--- config.mk ---
export PLATFORM = sky130hd
export DESIGN_NAME = ycc422_upsampler
export DESIGN_NICKNAME = d
export VERILOG_FILES = /design/src/rtl/ycc_fmt_pkg.sv /design/src/rtl/ycc_luma_floor.sv /design/src/rtl/ycc_chroma_mean.sv /design/src/rtl/ycc422_upsampler.sv
export SDC_FILE = /design/constraint.sdc
export NUM_CORES = 1
export LEC_CHECK = 0
export BUFFER_PORTS_ARGS = -buffer_cell sky130_fd_sc_hd__buf_2
export CORE_ASPECT_RATIO = 1.75
export CORE_MARGIN = 2
export CORE_UTILIZATION = 35
export CTS_BUF_LIST = sky130_fd_sc_hd__clkbuf_4
export CTS_CLUSTER_DIAMETER = 200
export CTS_CLUSTER_SIZE = 14
export DETAILED_ROUTE_END_ITERATION = 7
export PLACE_DENSITY = 0.54
export REMOVE_ABC_BUFFERS = 1
export SYNTH_ARGS = -nofsm -noshare
export SYNTH_HDL_FRONTEND = slang
export SYNTH_HIERARCHICAL = 1
export SYNTH_SLANG_ARGS = --single-unit
--- constraint.sdc ---
create_clock -name clk -period 7.4 [get_ports clk]
set_clock_uncertainty 0.1 [all_clocks]
set_input_delay 1.11 -clock clk [delete_from_list [all_inputs] [get_ports clk]]
set_output_delay 1.11 -clock clk [all_outputs]
set_load 0.01 [all_outputs]
--- src/rtl/ycc_fmt_pkg.sv ---
package ycc_fmt_pkg;

    typedef enum logic [2:0] {
        S_IDLE       = 3'd0,
        S_FIRST      = 3'd1,
        S_STREAM     = 3'd2,
        S_FLUSH_EVEN = 3'd3,
        S_FLUSH_ODD  = 3'd4
    } fmt_state_e;

    localparam int PHASE_W = 2;

endpackage

--- src/rtl/ycc_luma_floor.sv ---
module ycc_luma_floor #(
    parameter int DW    = 8,
    parameter int FLOOR = 16
) (
    input  logic [DW-1:0] raw,
    output logic [DW-1:0] floored
);
    localparam logic [DW-1:0] FLOOR_V = DW'(FLOOR);

    always_comb begin
        floored = (raw < FLOOR_V) ? FLOOR_V : raw;
    end
endmodule

--- src/rtl/ycc_chroma_mean.sv ---
module ycc_chroma_mean #(
    parameter int DW = 8
) (
    input  logic [DW-1:0] left,
    input  logic [DW-1:0] right,
    output logic [DW-1:0] mean
);
    localparam int SW = DW + 1;
    logic [SW-1:0] sum;

    always_comb begin
        sum  = {1'b0, left} + {1'b0, right} + SW'(1);
        mean = sum[SW-1:1];
    end
endmodule

--- src/rtl/ycc422_upsampler.sv ---
module ycc422_upsampler
    import ycc_fmt_pkg::*;
#(
    parameter int DW      = 8,
    parameter int Y_FLOOR = 16
) (
    input  logic          clk,
    input  logic          rst_n,
    input  logic          wide_mode,
    input  logic          act_in,
    input  logic [DW-1:0] luma_in,
    input  logic [DW-1:0] mux_in,
    output logic          pix_valid,
    output logic          pix_sol,
    output logic [DW-1:0] pix_y,
    output logic [DW-1:0] pix_cb,
    output logic [DW-1:0] pix_cr
);
    localparam int NCH = 2;
    localparam logic [PHASE_W-1:0] LAST_NARROW = PHASE_W'(3);
    localparam logic [PHASE_W-1:0] LAST_WIDE   = PHASE_W'(1);

    fmt_state_e state_q, state_d;
    logic [PHASE_W-1:0] phase_q, ph, last_ph;
    logic sol_pend_q;

    // pair being collected
    logic [DW-1:0] c_cb, c_cr, c_y0;
    // pending pair awaiting emission
    logic [DW-1:0] h_y0, h_y1;
    logic [DW-1:0] h_c  [NCH];
    logic [DW-1:0] nx_c [NCH];
    logic [DW-1:0] av_c [NCH];

    logic cap, pair_done, emit_even, emit_odd;
    logic [DW-1:0] new_cr, new_y1, y_sel, y_cl;

    // ---------------- control decode ----------------
    always_comb begin
        last_ph   = wide_mode ? LAST_WIDE : LAST_NARROW;
        cap       = act_in && (state_q == S_IDLE || state_q == S_FIRST || state_q == S_STREAM);
        ph        = (state_q == S_IDLE) ? '0 : phase_q;
        pair_done = cap && (ph == last_ph);
        new_cr    = wide_mode ? mux_in : c_cr;
        new_y1    = wide_mode ? luma_in : mux_in;
        emit_even = (state_q == S_FLUSH_EVEN) ||
                    ((state_q == S_STREAM) && cap &&
                     (ph == (wide_mode ? PHASE_W'(0) : PHASE_W'(1))));
        emit_odd  = (state_q == S_FLUSH_ODD) || ((state_q == S_STREAM) && pair_done);
        nx_c[0]   = (state_q == S_FLUSH_ODD) ? h_c[0] : c_cb;
        nx_c[1]   = (state_q == S_FLUSH_ODD) ? h_c[1] : new_cr;
        y_sel     = emit_even ? h_y0 : h_y1;
    end

    ycc_luma_floor #(.DW(DW), .FLOOR(Y_FLOOR)) u_floor (
        .raw     (y_sel),
        .floored (y_cl)
    );

    for (genvar gi = 0; gi < NCH; gi++) begin : g_mean
        ycc_chroma_mean #(.DW(DW)) u_mean (
            .left  (h_c[gi]),
            .right (nx_c[gi]),
            .mean  (av_c[gi])
        );
    end

    // ---------------- next state ----------------
    always_comb begin
        state_d = state_q;
        unique case (state_q)
            S_IDLE:       if (act_in) state_d = S_FIRST;
            S_FIRST:      if (!act_in) state_d = S_IDLE;
                          else if (pair_done) state_d = S_STREAM;
            S_STREAM:     if (!act_in) state_d = S_FLUSH_EVEN;
            S_FLUSH_EVEN: state_d = S_FLUSH_ODD;
            S_FLUSH_ODD:  state_d = S_IDLE;
            default:      state_d = S_IDLE;
        endcase
    end

    // ---------------- state register ----------------
    always_ff @(posedge clk) begin
        if (!rst_n) begin
            state_q <= S_IDLE;
            phase_q <= '0;
        end else begin
            state_q <= state_d;
            phase_q <= (cap && !pair_done) ? ph + PHASE_W'(1) : '0;
        end
    end

    // ---------------- capture and outputs ----------------
    always_ff @(posedge clk) begin
        if (!rst_n) begin
            c_cb <= '0; c_cr <= '0; c_y0 <= '0;
            h_y0 <= '0; h_y1 <= '0;
            h_c[0] <= '0; h_c[1] <= '0;
            sol_pend_q <= 1'b0;
            pix_valid <= 1'b0; pix_sol <= 1'b0;
            pix_y <= '0; pix_cb <= '0; pix_cr <= '0;
        end else begin
            if (cap) begin
                if (wide_mode) begin
                    if (ph == PHASE_W'(0)) begin
                        c_cb <= mux_in;
                        c_y0 <= luma_in;
                    end
                end else begin
                    unique case (ph)
                        PHASE_W'(0): c_cb <= mux_in;
                        PHASE_W'(1): c_y0 <= mux_in;
                        PHASE_W'(2): c_cr <= mux_in;
                        default: ;
                    endcase
                end
            end
            if (pair_done) begin
                h_c[0] <= c_cb;
                h_c[1] <= new_cr;
                h_y0   <= c_y0;
                h_y1   <= new_y1;
            end
            if (state_q == S_IDLE && act_in)
                sol_pend_q <= 1'b1;
            else if (emit_even || emit_odd)
                sol_pend_q <= 1'b0;

            pix_valid <= emit_even || emit_odd;
            pix_sol   <= (emit_even || emit_odd) && sol_pend_q;
            if (emit_even || emit_odd) begin
                pix_y  <= y_cl;
                pix_cb <= emit_even ? h_c[0] : av_c[0];
                pix_cr <= emit_even ? h_c[1] : av_c[1];
            end
        end
    end

    // ---------------- assertions ----------------
    assert_luma_floor_R3: assert property (@(posedge clk) disable iff (!rst_n)
        pix_valid |-> (pix_y >= DW'(Y_FLOOR)));

    assert_sol_with_valid_R10: assert property (@(posedge clk) disable iff (!rst_n)
        pix_sol |-> pix_valid);

    assert_idle_quiet_R12: assert property (@(posedge clk) disable iff (!rst_n)
        (state_q == S_IDLE) |=> !pix_valid);

    assert_flush_even_R7: assert property (@(posedge clk) disable iff (!rst_n)
        (state_q == S_FLUSH_EVEN) |=> pix_valid);

    assert_flush_repeat_R7: assert property (@(posedge clk) disable iff (!rst_n)
        (state_q == S_FLUSH_ODD) |=> (pix_valid && $stable(pix_cb) && $stable(pix_cr)));

    assert_narrow_rate_R11: assert property (@(posedge clk) disable iff (!rst_n)
        (state_q == S_STREAM && !wide_mode && pix_valid) |=> !pix_valid);

endmodule

==> flow_metrics.tcl, run 1 <==
set metrics [dict create \
    synth_area_mm2 0.005330 \
    synth_top_family_by_area "compound AO/OA/AOI/OAI gates" \
    synth_cell_types 58 \
    swShare 0.2907 \
    cts-buffers-inserted 9 \
    hold_class "reg2reg" \
    root_buffer "clkbuf_4" \
    antenna_found_initial 1 \
    start_kind "primary input" \
    viasPerCell 5.805 \
    post_cts_buffers 0 \
    chipWidth_um 97.29 \
    ys_ff_latch 88 \
    p_clk_frac 0.310 \
    critPathRequiredTime_ns 7.65 \
    slew_headroom 0.2495 \
    portBuffers 45 \
    area.sequential_mm2 0.001922 \
    synth_compound_area_frac 0.2239 \
    maxCapViolations 0 \
    clk_pin_slew_ns 0.14 \
    yosys.area_share.simple 0.1887 \
    nets 630 \
    arrival_ns 4.53 \
    first_global_vias 4471 \
    finalSetupTns_ns 0 \
    wirelength_um 14680 \
    core_area_mm2 0.01491 \
    clock_path_buffers 2 \
    synth_area_leaders "dfxtp_1 (27%), edfxtp_1 (9.0%), mux2i_1 (7.7%)" \
    synth_ff_type "dfxtp_1" \
    maxSlewViolCount 0 \
    track_usage 0.1802 \
    cts_resized 0 \
    synth_top_area_cell "dfxtp_1" \
    syn-instance-count 587 \
    postCtsHoldBufs 0 \
    grt_max_degree 51 \
    power_switching_w 0.0002687 \
    cp-end-kind "flop" \
    num_io_pins 46 \
    holdPathStages 2 \
    first_pass_iters 4 \
    synthMuxAreaShare 0.1164 \
    synth_edf_count 16 \
    min_period_ns 4.284 \
    area_growth_pct 7.113 \
    synthXorXnorAreaFrac 0.01643 \
    start_util 0.3574 \
    multi_input_area_mm2 0.003131 \
    fmax_mhz 233.5 \
    die_area_mm2 0.01627 \
    reg2reg_depth 14 \
    async_flop_share 0 \
    gp_congestion 0.8349 \
    grt.overflow.total 0 \
    cts_sinks 88 \
    yosysMostFrequentCell "dfxtp_1" \
    irDropWorstVdd_mv 0.07646 \
    placed_area_mm2 0.005567 \
    synth_top_cell_area_share 0.2704 \
    drive_gt1_frac 0.1553 \
    post_drt_wl_per_cell_um 18.74 \
    rsz0062_at_grt "no" \
    finalInstanceArea_mm2 0.005709 \
    grt_pass1_wl_um 23520 \
    comb_power_share 0.137 \
    met2WireLength_um 7874 \
    tightest_slew_ns 1.126 \
    setup_violations 0 \
    worst-setup-path-type "in2reg" \
    cts-htree-levels 3 \
    drtIter0Drc 325 \
    cp_max_fo 25 \
    fin_crit_sh 0.5789 \
    detailed_place_hpwl_um 10270 \
    clock_latency_ns 0.46 \
    p_seq_frac 0.552 \
    dr_total_vias 4545 \
    ys_warn_count 6 \
    hold_violations 0 \
    power_w 0.0009245 \
    m1WireLength_um 5883 \
    status "complete, no violations" \
    die_h_um 167.3 \
    synth_area_per_cell_um2 9.080 \
    tritoncts "yes" \
    p_leak_nw 2.247 \
    fillers 1536 \
    yosysSeqAreaShare 0.3606 \
    row_count 59 \
    drc 0 \
    yosys-top-cells-count "dfxtp_1 (72), nor3_1 (54), nor2_1 (50)" \
    top_layer "met4" \
    synth_adder_area_share 0.04038 \
    cellPowerDensity_mw_per_mm2 161.9 \
    intPower_w 0.0006557 \
    wl_met3_um 499 \
    antenna_left 0 \
]
final timing paths:
check | startpoint | endpoint | slack (ns)
max reg2reg | state_q[2]$_SDFFE_PN0P_ | pix_cr[5]$_SDFFE_PN0P_ | 3.24
min reg2reg | sol_pend_q$_SDFFE_PN0P_ | pix_sol$_SDFF_PN0_ | 0.34
max | wide_mode | pix_y[3]$_SDFFE_PN0P_ | 3.12
min | sol_pend_q$_SDFFE_PN0P_ | pix_sol$_SDFF_PN0_ | 0.34
flip-flops by register name (all words and copies together), names as in the netlist:
register    cells
c_cb            8
c_cr            8
c_y0            8
h_c            16
h_y0            8
h_y1            8
phase_q         2
pix_cb          8
pix_cr          8
pix_sol         1
pix_valid       1
pix_y           8
sol_pend_q      1
state_q         3
power by group through the flow:
stage / Combinational, W / Sequential [W] / Clock (W)
after CTS: 0.000127 / 0.000511 / 0.000296
after detailed placement: 0.000126 / 0.000522 / 0
after global routing: 0.000141 / 0.000513 / 0.000318
after global placement: 0.000124 / 0.000521 / 0
final: 0.000127 / 0.000511 / 0.000287
after floorplan: 0.0000846 / 0.000519 / 0
worst max-delay path, cell delays in order:
cell and delay (ns):
buf_2 0.55, nor2_1 0.22, a22o_4 0.36, a22oi_4 0.73
mux2_4 0.39, nor4_4 0.37, nor2b_1 0.14, a221oi_1 0.27
a211oi_1 0.08, a221o_1 0.28
cell usage in the layout (no fill, tap or decap), drive strengths merged, types with 10 or more instances in the layout:
master	instances
dfxtp	72
nor3	54
nor2	50
buf	48
mux2i	41
nand2	32
a21oi	28
o21ai	27
nand2b	20
a2111oi	18
a311oi	16
edfxtp	16
mux2	16
a211oi	15
ha	14
inv	14
nor2b	11
and2	11
clkbuf	10
metal layers:
| metal | up-vias | track usage |
|---|---|---|
| met5 | - | 0 |
| met3 | 22 | 0.02671 |
| met2 | 111 | 0.3351 |
| met4 | 0 | 0.07065 |
| li1 | 2210 | - |
| met1 | 2202 | 0.2050 |
cells by family (layout without fill, tap and decap cells):
group,count (synthesis),in the layout
multiplexers,57,57
buffers and inverters,62,74
XOR/XNOR,10,10
AO/OA/AOI/OAI,153,153
adder cells (fa/ha/maj),16,16
other,0,1
flip-flops,88,88
AND/OR/NAND/NOR,201,201
per-stage QoR:
step | cells | worst slack [ns] | util | hold slack (ns)
floorplan | 535 | 3.527 | - | 0.3094
global placement | 766 | 2.688 | 0.3733 | 0.3169
detailed placement | 766 | 2.651 | 0.3733 | 0.3297
CTS | 782 | 3.150 | 0.3827 | 0.3575
global route | 783 | 2.858 | 0.3829 | 0.4003
finish | 783 | 3.116 | 0.3829 | 0.3436
area by class of cell:
type,instances,share of cell area
multi-input combinational,437,0.5483
sequential,88,0.3366
timing repair buffer,48,0.04339
tap,183,0.04011
clock buffer,10,0.01315
clock inverter,6,0.01140
inverter,10,0.006575
antenna,1,0.0004383
No activity file was read; power rests on OpenSTA's default activity.
==> run 2, diff against run 1 <==
- ABC_AREA: default -> 1
- PLACE_DENSITY: 0.54 -> 0.56
- clock period: 7.4 -> 3.65 ns (I/O delays scaled with it)
==> flow_metrics.tcl, run 2 <==
set metrics [dict create \
    final_common_cell "nand2_1" \
    start_util 0.3588 \
    nets 722 \
    cts-htree-levels 3 \
    cts_sinks 88 \
    ys_ff_latch 88 \
    critPathRequiredTime_ns 3.91 \
    cp-end-kind "flop" \
    synth_area_leaders "dfxtp_1 (30%), nand2_1 (14%), edfxtp_1 (10%)" \
    row_count 56 \
    swShare 0.2830 \
    cp_max_fo 17 \
    synth_top_area_cell "dfxtp_1" \
    post_drt_wl_per_cell_um 12.63 \
    worst-setup-path-type "reg2reg" \
    syn-instance-count 657 \
    slew_headroom 0.5862 \
    synth_area_mm2 0.004802 \
    antenna_left 0 \
    drive_gt1_frac 0.1563 \
    tritoncts "yes" \
    finalSetupTns_ns 0 \
    root_buffer "clkbuf_4" \
    clock_latency_ns 0.46 \
    min_period_ns 2.733 \
    wirelength_um 10940 \
    grt_pass1_wl_um 18270 \
    cellPowerDensity_mw_per_mm2 367.5 \
    antenna_found_initial 1 \
    post_cts_buffers 0 \
    gp_congestion 0.7971 \
    maxCapViolations 0 \
    synth_cell_types 39 \
    fmax_mhz 365.9 \
    holdPathStages 3 \
    synth_ff_type "dfxtp_1" \
    first_global_vias 4009 \
    grt_max_degree 35 \
    detailed_place_hpwl_um 8300 \
    reg2reg_depth 18 \
    fin_crit_sh 0.7487 \
    largest_reg_flops 16 \
    largest-register "h_c" \
    core_area_mm2 0.01338 \
    area_growth_pct 9.588 \
    dr_total_vias 4014 \
    power_w 0.001934 \
    cts_resized 0 \
    synth_top_cell_area_share 0.3002 \
    rsz0062_at_grt "no" \
    clock_path_buffers 2 \
    die_area_mm2 0.01471 \
    start_kind "flop" \
    p_seq_frac 0.533 \
    reg2reg_slack_ns 0.92 \
    clk_pin_slew_ns 0.16 \
    setup_violations 0 \
    synth_edf_count 16 \
    status "complete, no violations" \
    cts-buffers-inserted 9 \
    num_io_pins 46 \
    final_cell_mix "nand2_1 (175), inv_1 (75), dfxtp_1 (72), a21oi_1 (62), nor2_1 (51)" \
    track_usage 0.1545 \
    hold_class "in2reg" \
    tightest_slew_ns 0.6192 \
    chipWidth_um 92.55 \
    drtIter0Drc 116 \
    comb_power_share 0.127 \
    maxSlewViolCount 0 \
    p_clk_frac 0.340 \
    intPower_w 0.001387 \
    grt.overflow.total 0 \
    yosysMostFrequentCell "nand2_1" \
    yosys-top-cells-count "nand2_1 (175), inv_1 (75), dfxtp_1 (72)" \
    hold_violations 0 \
    async_flop_share 0 \
    viasPerCell 4.635 \
    synth_area_per_cell_um2 7.309 \
    portBuffers 45 \
    die_h_um 159.0 \
    drc 0 \
    arrival_ns 2.99 \
    irDropWorstVdd_mv 0.2829 \
    p_leak_nw 2.397 \
    ys_warn_count 6 \
    first_pass_iters 6 \
    power_switching_w 0.0005473 \
    postCtsHoldBufs 0 \
    yosysSeqAreaShare 0.4002 \
]
run 2: cell count changes in the layout (fill, tap and decap cells not counted), moves of 11 or more:
cell / previous run / this run
mux2i_1: 41 / 8
a21oi_1: 26 / 62
nor2b_1: 11 / 0
a2111oi_0: 12 / 0
o21ai_0: 25 / 41
a211oi_1: 15 / 1
inv_1: 10 / 75
a311oi_1: 16 / 0
nor3_1: 54 / 10
nand2_1: 32 / 175
nand3_1: 7 / 31
nand2b_1: 20 / 0
inv_2: 0 / 11
run 2: area by class of cell:
type	count	area [um2]
Sequential cell	88	1922
Timing Repair Buffer	50	262.8
Multi-Input combinational cell	448	2351
Clock buffer	9	67.56
Fill cell	1426	8120
Clock inverter	7	102.6
Inverter	89	336.6
Antenna cell	1	2.502
Tap cell	174	217.7
run 2: kinds of logic (layout without fill, tap and decap cells):
logic type,count (synthesis),after routing,share of synthesized area
mux,8,8,0.01668
flops,88,88,0.4002
fa+ha+maj,16,16,0.04482
buf+inv,121,155,0.1102
other cells,0,1,0
compound gates,125,125,0.1428
xor+xnor,6,6,0.01094
simple gates,293,293,0.2744
run 2: stage by stage:
| stage | instances | hold slack [ns] | instance area (um2) | setup slack, ns | utilization |
|---|---|---|---|---|---|
| after floorplan | 625 | 0.3217 | 4609 | 1.009 | - |
| after global routing | 866 | 0.2875 | 5263 | 0.5688 | 0.3932 |
| after global placement | 849 | 0.3318 | 5090 | 0.7928 | 0.3803 |
| after detailed placement | 849 | 0.3416 | 5090 | 0.7429 | 0.3803 |
| final | 866 | 0.2989 | 5263 | 0.9173 | 0.3932 |
| after CTS | 865 | 0.2625 | 5260 | 0.8520 | 0.3930 |
run 2: routing by layer:
metal,vias to the layer above,track usage,wire length (um)
met2,60,0.2896,5764
met3,22,0.02603,299
li1,2159,-,-
met5,-,0,0
met4,0,0.07666,370
met1,1773,0.1614,4501
run 2: worst paths after layout:
kind	startpoint	endpoint
setup / recovery	state_q[1]$_SDFFE_PN0P_	pix_cr[6]$_SDFFE_PN0P_
hold / removal	mux_in[0]	c_cr[0]$_SDFFE_PN0P_
setup reg to reg	state_q[1]$_SDFFE_PN0P_	pix_cr[6]$_SDFFE_PN0P_
hold reg to reg	c_y0[1]$_SDFFE_PN0P_	c_y0[1]$_SDFFE_PN0P_
run 2: critical path, stage by stage (launching register included):
cell and delay (ns):
dfxtp_1 0.46, nor2_4 0.08, nand2_1 0.40, buf_4 0.30, nor2_1 0.05, a21oi_1 0.24
ha_1 0.29, nand2_1 0.06, clkinv_1 0.07, nand2_2 0.07, nand2_2 0.06, nand2_1 0.09
nand2_1 0.05, nand2_1 0.05, nand2_1 0.05, nand2_1 0.06, nand2_1 0.06, nand2_1 0.06
a21oi_1 0.05
run 2: power groups by stage:
stage          sequential [W]  combinational [W]  clock, W
3_3_place_gp          0.00105           0.000242         0
5_1_grt               0.00103           0.000281  0.000717
3_5_place_dp          0.00105           0.000248         0
4_1_cts               0.00103           0.000249  0.000681
2_1_floorplan         0.00105           0.000177         0
6_report              0.00103           0.000246  0.000657
